File: src/rtl/cw_pkg.sv
package cw_pkg;
  localparam int CW_LEN_W  = 8;
  localparam int CW_LINK_W = 24;
  localparam int CW_WORD_W = CW_LEN_W + CW_LINK_W;
  localparam int CW_END_BIT = CW_LINK_W - 1;

  typedef enum logic [2:0] {
    ST_IDLE,
    ST_NEXT,
    ST_HREQ,
    ST_HWAIT,
    ST_PREQ,
    ST_PWAIT,
    ST_DRAIN
  } cw_state_t;
endpackage

File: src/rtl/cw_cost_acc.sv
module cw_cost_acc #(
  parameter int COST_W        = 32,
  parameter int LEN_W         = 8,
  parameter int NODE_COST     = 10,
  parameter int LEN_BASE_COST = 5
) (
  input  logic              clk,
  input  logic              rst,
  input  logic              clr,
  input  logic              add_en,
  input  logic [LEN_W-1:0]  len,
  output logic [COST_W-1:0] cost
);
  logic [COST_W-1:0] len_part;

  always_comb begin
    if (len != '0) len_part = COST_W'(LEN_BASE_COST) + COST_W'(len);
    else           len_part = '0;
  end

  always_ff @(posedge clk) begin
    if (rst || clr)  cost <= '0;
    else if (add_en) cost <= cost + COST_W'(NODE_COST) + len_part;
  end
endmodule

File: src/rtl/cw_node_guard.sv
module cw_node_guard #(
  parameter int MAX_NODES = 8192,
  parameter int CNT_W     = $clog2(MAX_NODES + 1)
) (
  input  logic             clk,
  input  logic             rst,
  input  logic             clr,
  input  logic             inc,
  output logic [CNT_W-1:0] count,
  output logic             at_limit
);
  always_ff @(posedge clk) begin
    if (rst || clr) count <= '0;
    else if (inc)   count <= count + 1'b1;
  end

  assign at_limit = (count == CNT_W'(MAX_NODES));
endmodule

File: src/rtl/cmdlist_walker.sv
module cmdlist_walker
  import cw_pkg::*;
#(
  parameter int RAM_AW        = 21,
  parameter int MAX_NODES     = 8192,
  parameter int COST_W        = 32,
  parameter int NODE_COST     = 10,
  parameter int LEN_BASE_COST = 5,
  localparam int CNT_W  = $clog2(MAX_NODES + 1),
  localparam int WORD_AW = RAM_AW - 2
) (
  input  logic                  clk,
  input  logic                  rst,
  input  logic                  start,
  input  logic [CW_LINK_W-1:0]  start_addr,
  output logic                  mem_req,
  output logic [RAM_AW-1:0]     mem_addr,
  input  logic                  mem_gnt,
  input  logic                  mem_rvalid,
  input  logic [CW_WORD_W-1:0]  mem_rdata,
  output logic                  out_valid,
  output logic [CW_WORD_W-1:0]  out_data,
  input  logic                  out_ready,
  output logic                  busy,
  output logic                  done,
  output logic                  err_loop,
  output logic [COST_W-1:0]     cost_total,
  output logic [CNT_W-1:0]      node_count
);
  cw_state_t              st;
  logic                   link_end;
  logic [RAM_AW-1:0]      link_addr;
  logic [WORD_AW-1:0]     rd_ptr;
  logic [CW_LEN_W-1:0]    left_q;
  logic                   walk_clr;
  logic                   hdr_take;
  logic                   at_limit;
  logic                   unused_hi_bits;

  assign unused_hi_bits = ^{start_addr[CW_END_BIT-1:RAM_AW], mem_rdata[CW_END_BIT-1:RAM_AW]};

  assign walk_clr = (st == ST_IDLE) && start;
  assign hdr_take = (st == ST_HWAIT) && mem_rvalid;

  assign mem_req  = (st == ST_HREQ) || ((st == ST_PREQ) && !out_valid);
  assign mem_addr = {rd_ptr, 2'b00};

  cw_cost_acc #(
    .COST_W(COST_W), .LEN_W(CW_LEN_W),
    .NODE_COST(NODE_COST), .LEN_BASE_COST(LEN_BASE_COST)
  ) u_cost (
    .clk(clk), .rst(rst), .clr(walk_clr), .add_en(hdr_take),
    .len(mem_rdata[CW_WORD_W-1:CW_LINK_W]), .cost(cost_total)
  );

  cw_node_guard #(.MAX_NODES(MAX_NODES), .CNT_W(CNT_W)) u_guard (
    .clk(clk), .rst(rst), .clr(walk_clr), .inc(hdr_take),
    .count(node_count), .at_limit(at_limit)
  );

  always_ff @(posedge clk) begin
    if (rst) begin
      st        <= ST_IDLE;
      link_end  <= 1'b0;
      link_addr <= '0;
      rd_ptr    <= '0;
      left_q    <= '0;
      out_valid <= 1'b0;
      out_data  <= '0;
      busy      <= 1'b0;
      done      <= 1'b0;
      err_loop  <= 1'b0;
    end else begin
      done <= 1'b0;
      if (out_valid && out_ready) out_valid <= 1'b0;
      unique case (st)
        ST_IDLE: if (start) begin
          link_end  <= start_addr[CW_END_BIT];
          link_addr <= start_addr[RAM_AW-1:0];
          err_loop  <= 1'b0;
          busy      <= 1'b1;
          st        <= ST_NEXT;
        end
        ST_NEXT: begin
          if (link_end) begin
            st <= ST_DRAIN;
          end else if (at_limit) begin
            err_loop <= 1'b1;
            st       <= ST_DRAIN;
          end else begin
            rd_ptr <= link_addr[RAM_AW-1:2];
            st     <= ST_HREQ;
          end
        end
        ST_HREQ: if (mem_gnt) begin
          rd_ptr <= rd_ptr + 1'b1;
          st     <= ST_HWAIT;
        end
        ST_HWAIT: if (mem_rvalid) begin
          left_q    <= mem_rdata[CW_WORD_W-1:CW_LINK_W];
          link_end  <= mem_rdata[CW_END_BIT];
          link_addr <= mem_rdata[RAM_AW-1:0];
          st        <= (mem_rdata[CW_WORD_W-1:CW_LINK_W] == '0) ? ST_NEXT : ST_PREQ;
        end
        ST_PREQ: if (!out_valid && mem_gnt) begin
          rd_ptr <= rd_ptr + 1'b1;
          st     <= ST_PWAIT;
        end
        ST_PWAIT: if (mem_rvalid) begin
          out_valid <= 1'b1;
          out_data  <= mem_rdata;
          left_q    <= left_q - 1'b1;
          st        <= (left_q == CW_LEN_W'(1)) ? ST_NEXT : ST_PREQ;
        end
        ST_DRAIN: if (!out_valid) begin
          done <= 1'b1;
          busy <= 1'b0;
          st   <= ST_IDLE;
        end
        default: st <= ST_IDLE;
      endcase
    end
  end
endmodule

File: config.mk
export PLATFORM = sky130hd
export DESIGN_NAME = cmdlist_walker
export DESIGN_NICKNAME = d
export VERILOG_FILES = /design/src/rtl/cw_pkg.sv /design/src/rtl/cw_cost_acc.sv /design/src/rtl/cw_node_guard.sv /design/src/rtl/cmdlist_walker.sv
export SDC_FILE = /design/constraint.sdc
export NUM_CORES = 1
export LEC_CHECK = 0
export ABC_AREA = 1
export CAP_MARGIN = 0
export CORE_MARGIN = 1.5
export CORE_UTILIZATION = 30
export DETAILED_ROUTE_END_ITERATION = 10
export GPL_ROUTABILITY_DRIVEN = 0
export GPL_TIMING_DRIVEN = 0
export SYNTH_ARGS = -nofsm -noshare
export SYNTH_HDL_FRONTEND = slang
export SYNTH_SLANG_ARGS = --single-unit
export TNS_END_PERCENT = 5
File: constraint.sdc
create_clock -name clk -period 6.6 [get_ports clk]
set_clock_uncertainty 0.1 [all_clocks]
set_input_delay 1.32 -clock clk [delete_from_list [all_inputs] [get_ports clk]]
set_output_delay 1.32 -clock clk [all_outputs]
set_load 0.05 [all_outputs]
==> results of run 1 <==
[sequential cells by signal (all words and copies together) (netlist names)]
register and count:
out_data 32, u_cost.cost 32, link_addr 19, rd_ptr 19, u_guard.count 14, left_q 8, st 3, busy 1
done 1, err_loop 1, link_end 1, out_valid 1
[power by group through the flow]
stage	logic (W)	clock network (W)	registers, W
2_1_floorplan	0.000644	0	0.00124
3_3_place_gp	0.00122	0	0.00105
3_5_place_dp	0.00123	0	0.00105
4_1_cts	0.00123	0.000887	0.00104
5_1_grt	0.00136	0.000918	0.00106
6_report	0.00123	0.000871	0.00104
[metrics by stage]
stage	cells	utilization
after global routing	1631	0.4142
after global placement	1598	0.3915
after detailed placement	1598	0.3915
final	1631	0.4142
after floorplan	1121	-
after CTS	1630	0.4141
[how the worst max path moves through the flow]
| stage | slack [ns] | cells after the start | end | startpoint |
|---|---|---|---|---|
| global placement | 1.72 | 17 | u_cost.cost[31] | mem_rdata[24] |
| CTS | 2.16 | 17 | u_cost.cost[31] | mem_rdata[24] |
| global route | 1.82 | 17 | u_cost.cost[19] | mem_rdata[24] |
| finish | 2.09 | 17 | u_cost.cost[31] | mem_rdata[24] |
| detailed placement | 1.72 | 17 | u_cost.cost[31] | mem_rdata[24] |
| floorplan | 2.89 | 15 | u_cost.cost[31] | mem_rdata[24] |
[placed cells by master, fill, tap and decap left out, types with 4 or more instances in the layout]
master,instances
nand2_1,270
nor2_1,184
clkdlybuf4s50_1,158
dfxtp_1,132
inv_1,100
a21oi_1,78
nand3_1,72
o21ai_0,66
o21ai_1,31
a31oi_1,25
ha_1,25
clkbuf_1,24
clkbuf_16,17
nor3_1,15
buf_2,15
nand4_1,14
nand3b_1,10
inv_2,9
xnor2_1,8
or2_2,7
xor2_1,5
o21bai_1,4
clkinv_2,4
inv_6,4
[Yosys cell counts, drive strengths merged]
| master | number | area (sq um) |
|---|---|---|
| nor3 | 16 | 85.08 |
| nand3b | 10 | 75.07 |
| o211ai | 1 | 7.510 |
| buf | 19 | 101.3 |
| clkbuf | 23 | 86.33 |
| or2 | 7 | 43.79 |
| nor4 | 1 | 6.260 |
| xor2 | 5 | 43.79 |
| and3 | 3 | 18.77 |
| a21oi | 79 | 399.1 |
| a31oi | 25 | 156.4 |
| clkinv | 1 | 3.750 |
| nand3 | 75 | 390.4 |
| conb | 1 | 3.750 |
| dfxtp | 132 | 2643 |
| o21ai | 97 | 485.5 |
| a211oi | 2 | 15.01 |
| xnor2 | 8 | 70.07 |
| inv | 109 | 409.1 |
| ha | 25 | 312.8 |
| o21bai | 4 | 30.03 |
| nor2 | 189 | 731.9 |
| o21a | 1 | 7.510 |
| nand2 | 272 | 1026 |
| nand4 | 14 | 87.58 |
| fa | 1 | 20.02 |
[tightest hold or removal path, cell delays in order (launching register included)]
cell	delay, ns
dfxtp_1	0.32
a21oi_1	0.05
nor2_1	0.07
[area by class of cell]
cell class / count / area (sq um)
Timing Repair Buffer: 158 / 1582
Tap cell: 319 / 399.1
Clock buffer: 18 / 429.2
Buffer: 42 / 187.7
Clock inverter: 14 / 103.9
Inverter: 110 / 412.9
Antenna cell: 1 / 2.502
Sequential cell: 132 / 2643
Fill cell: 2487 / 13830
Multi-Input combinational cell: 837 / 4020
[layer usage]
| metal | wire, microns | global-route usage |
|---|---|---|
| met5 | 0 | 0 |
| met3 | 1305 | 0.04300 |
| met1 | 11540 | 0.2664 |
| met2 | 10470 | 0.2936 |
| met4 | 374 | 0.05118 |
[kinds of logic (layout without fill, tap and decap cells)]
family,count (synthesis),in the layout
AND/OR/NAND/NOR,587,587
AO/OA/AOI/OAI,209,209
flip-flops,132,132
adder cells (fa/ha/maj),26,26
XOR/XNOR,13,13
buffers and inverters,152,342
other,1,3
==> run metrics, run 1 <==
worst reg2reg startpoint=u_cost.cost[1]; slowest cell on the critical path=clkdlybuf4s50_1; worst-case setup margin in the final layout=2.091 ns; setup total negative slack=0 ns; clock input transition at the sequential cells of the worst setup and hold paths=0.06 ns; hold_ws=0.3699 ns; floorplan die height=158.6 microns; Root Buffer Master=clkbuf_16; post-synthesis cell area=7259 sq um; pin count of the biggest net entering global routing=17; Setup Crit Path Kind=in -> reg; result of the run=complete, no violations; width of the die=158.6 microns; via count of the first global-routing pass=6946; setup repair after global routing missed its margin=no; synth warn=0; count of pins over their slew limit=0; Period minus WS final=4.509 ns; end point of the worst hold path=err_loop; portion of netlist area occupied by mux cells=0; Reg-to-Reg End=u_cost.cost[31]; total via count after detailed routing=7665; number of synthesized register bits=132; die area=25140 sq um; WL per Instance=14.53 microns; final cycle utilization of the critical path=0.6832; number of buffer and inverter instances along the worst setup path=3; drt first-iter violations=650; number of failing hold endpoints at the final stage=0; compound-cell area share of the yosys netlist=0.1517; Num CTS Buffers=17; CP Max Fanout=8; initial antenna violation count=2; critical path data required time=6.81 ns; list of cells traversed by the critical path=clkdlybuf4s50_1 > inv_1 > ha_1 > nand3_1 > nor2_1 > nor2_1 > ha_1 > ha_1 > fa_1 > inv_1 > nor2_1 > nor2_1 > o21ai_0 > nand2_1 > nand2_1 > a21oi_1 > nor2_1; total iterations of the first detailed-routing run=5; synthesis-to-finish area growth=34.71%; placed standard-cell area=9244 sq um; starting utilization of the core area=0.3074; post-cts repair resize count=0; Port Buffer Count=158; remaining antenna violation count after routing=0; aggregate global-route resource usage=0.1906; number of buffers added to fix hold violations after cts=0; main combinational cell family by area after synthesis=simple AND/OR/NAND/NOR gates; CTS max path bufs=2; Comb power frac=0.392; longest individual stage delay on the worst path=0.51 ns; endpoint kind of the worst setup timing path=flop; Congestion Overflow GR=0; Fmax=221.8 MHz; post-DP HPWL=18270 microns; Std-Cell Rows=56; leak pwr=3.912 nW; PwrDens=321.2 nW/um^2; slew at the pin with the worst max-slew slack=0.7630 ns; post-layout net count=1386; adder and majority cell fraction of the synthesized area=0.04585; class of the worst hold path=reg -> reg; number of clock sinks=132; final setup violation count=0; pre-CTS setup slack=1.719 ns; number of max-cap violations=0; Worst VDD drop=0.1939 mV; number of cells produced by synthesis=1120; mean number of vias per cell=4.700; I/O pin cnt=166; hold path startpoint=err_loop; worst-case headroom to the max-slew limit=0.4914; number of cells on the worst reg-to-reg path=13; signal arrival time at the worst endpoint=4.72 ns; category of the worst setup path launch point=input port; Clock Power Share=0.277; net switching fraction of the power=0.4223; family of cells with the greatest summed delay on the critical path=simple AND/OR/NAND/NOR gates; Distinct cells, synth=36; fraction of power consumed by sequential logic=0.331; clock latency on the worst-skew pair=0.42 ns; Avg Synthesized Cell Area=6.482 sq um; cell-internal power=0.001815 W; CTS tree=built; post-CTS setup buffer count=0; P_sw=0.001327 W; H-tree depth=4; post-synthesis sequential area ratio=0.3640; Min-Delay Path Depth=2; cell repeated most along the worst path=nor2_1; global-route wire length before repair=37040 microns; drt total wl=23700 microns; fraction of final layout cells with drive strength greater than 1=0.05873; Placeable Area=23610 sq um; slack of the worst reg-to-reg path=3.86 ns; Final Power=0.003142 W; number of remaining DRC errors=0; XOR/XNOR Fraction of Synth Area=0.01568; simple-gate share of the synthesized area=0.3395; Final Instance Area=9779 sq um
No activity file was read; power rests on OpenSTA's default activity.
==> run 2, diff against run 1 <==
==> constraint.sdc (replaced) <==
create_clock -name clk -period 4.6 [get_ports clk]
set_clock_uncertainty 0.1 [all_clocks]
set_input_delay 0.92 -clock clk [delete_from_list [all_inputs] [get_ports clk]]
set_output_delay 0.92 -clock clk [all_outputs]
set_load 0.05 [all_outputs]
==> results of run 2 <==
The final DEF is identical to that of run 1. Status: complete, no violations.
Among the figures that moved: setup slack after placement 1.719 ns -> 0.1194 ns; setup slack after layout 2.091 ns -> 0.4911 ns; register-to-register setup slack 3.86 ns -> 1.86 ns; total power 0.003142 W -> 0.004507 W; worst IR drop on VDD 0.1939 mV -> 0.2781 mV
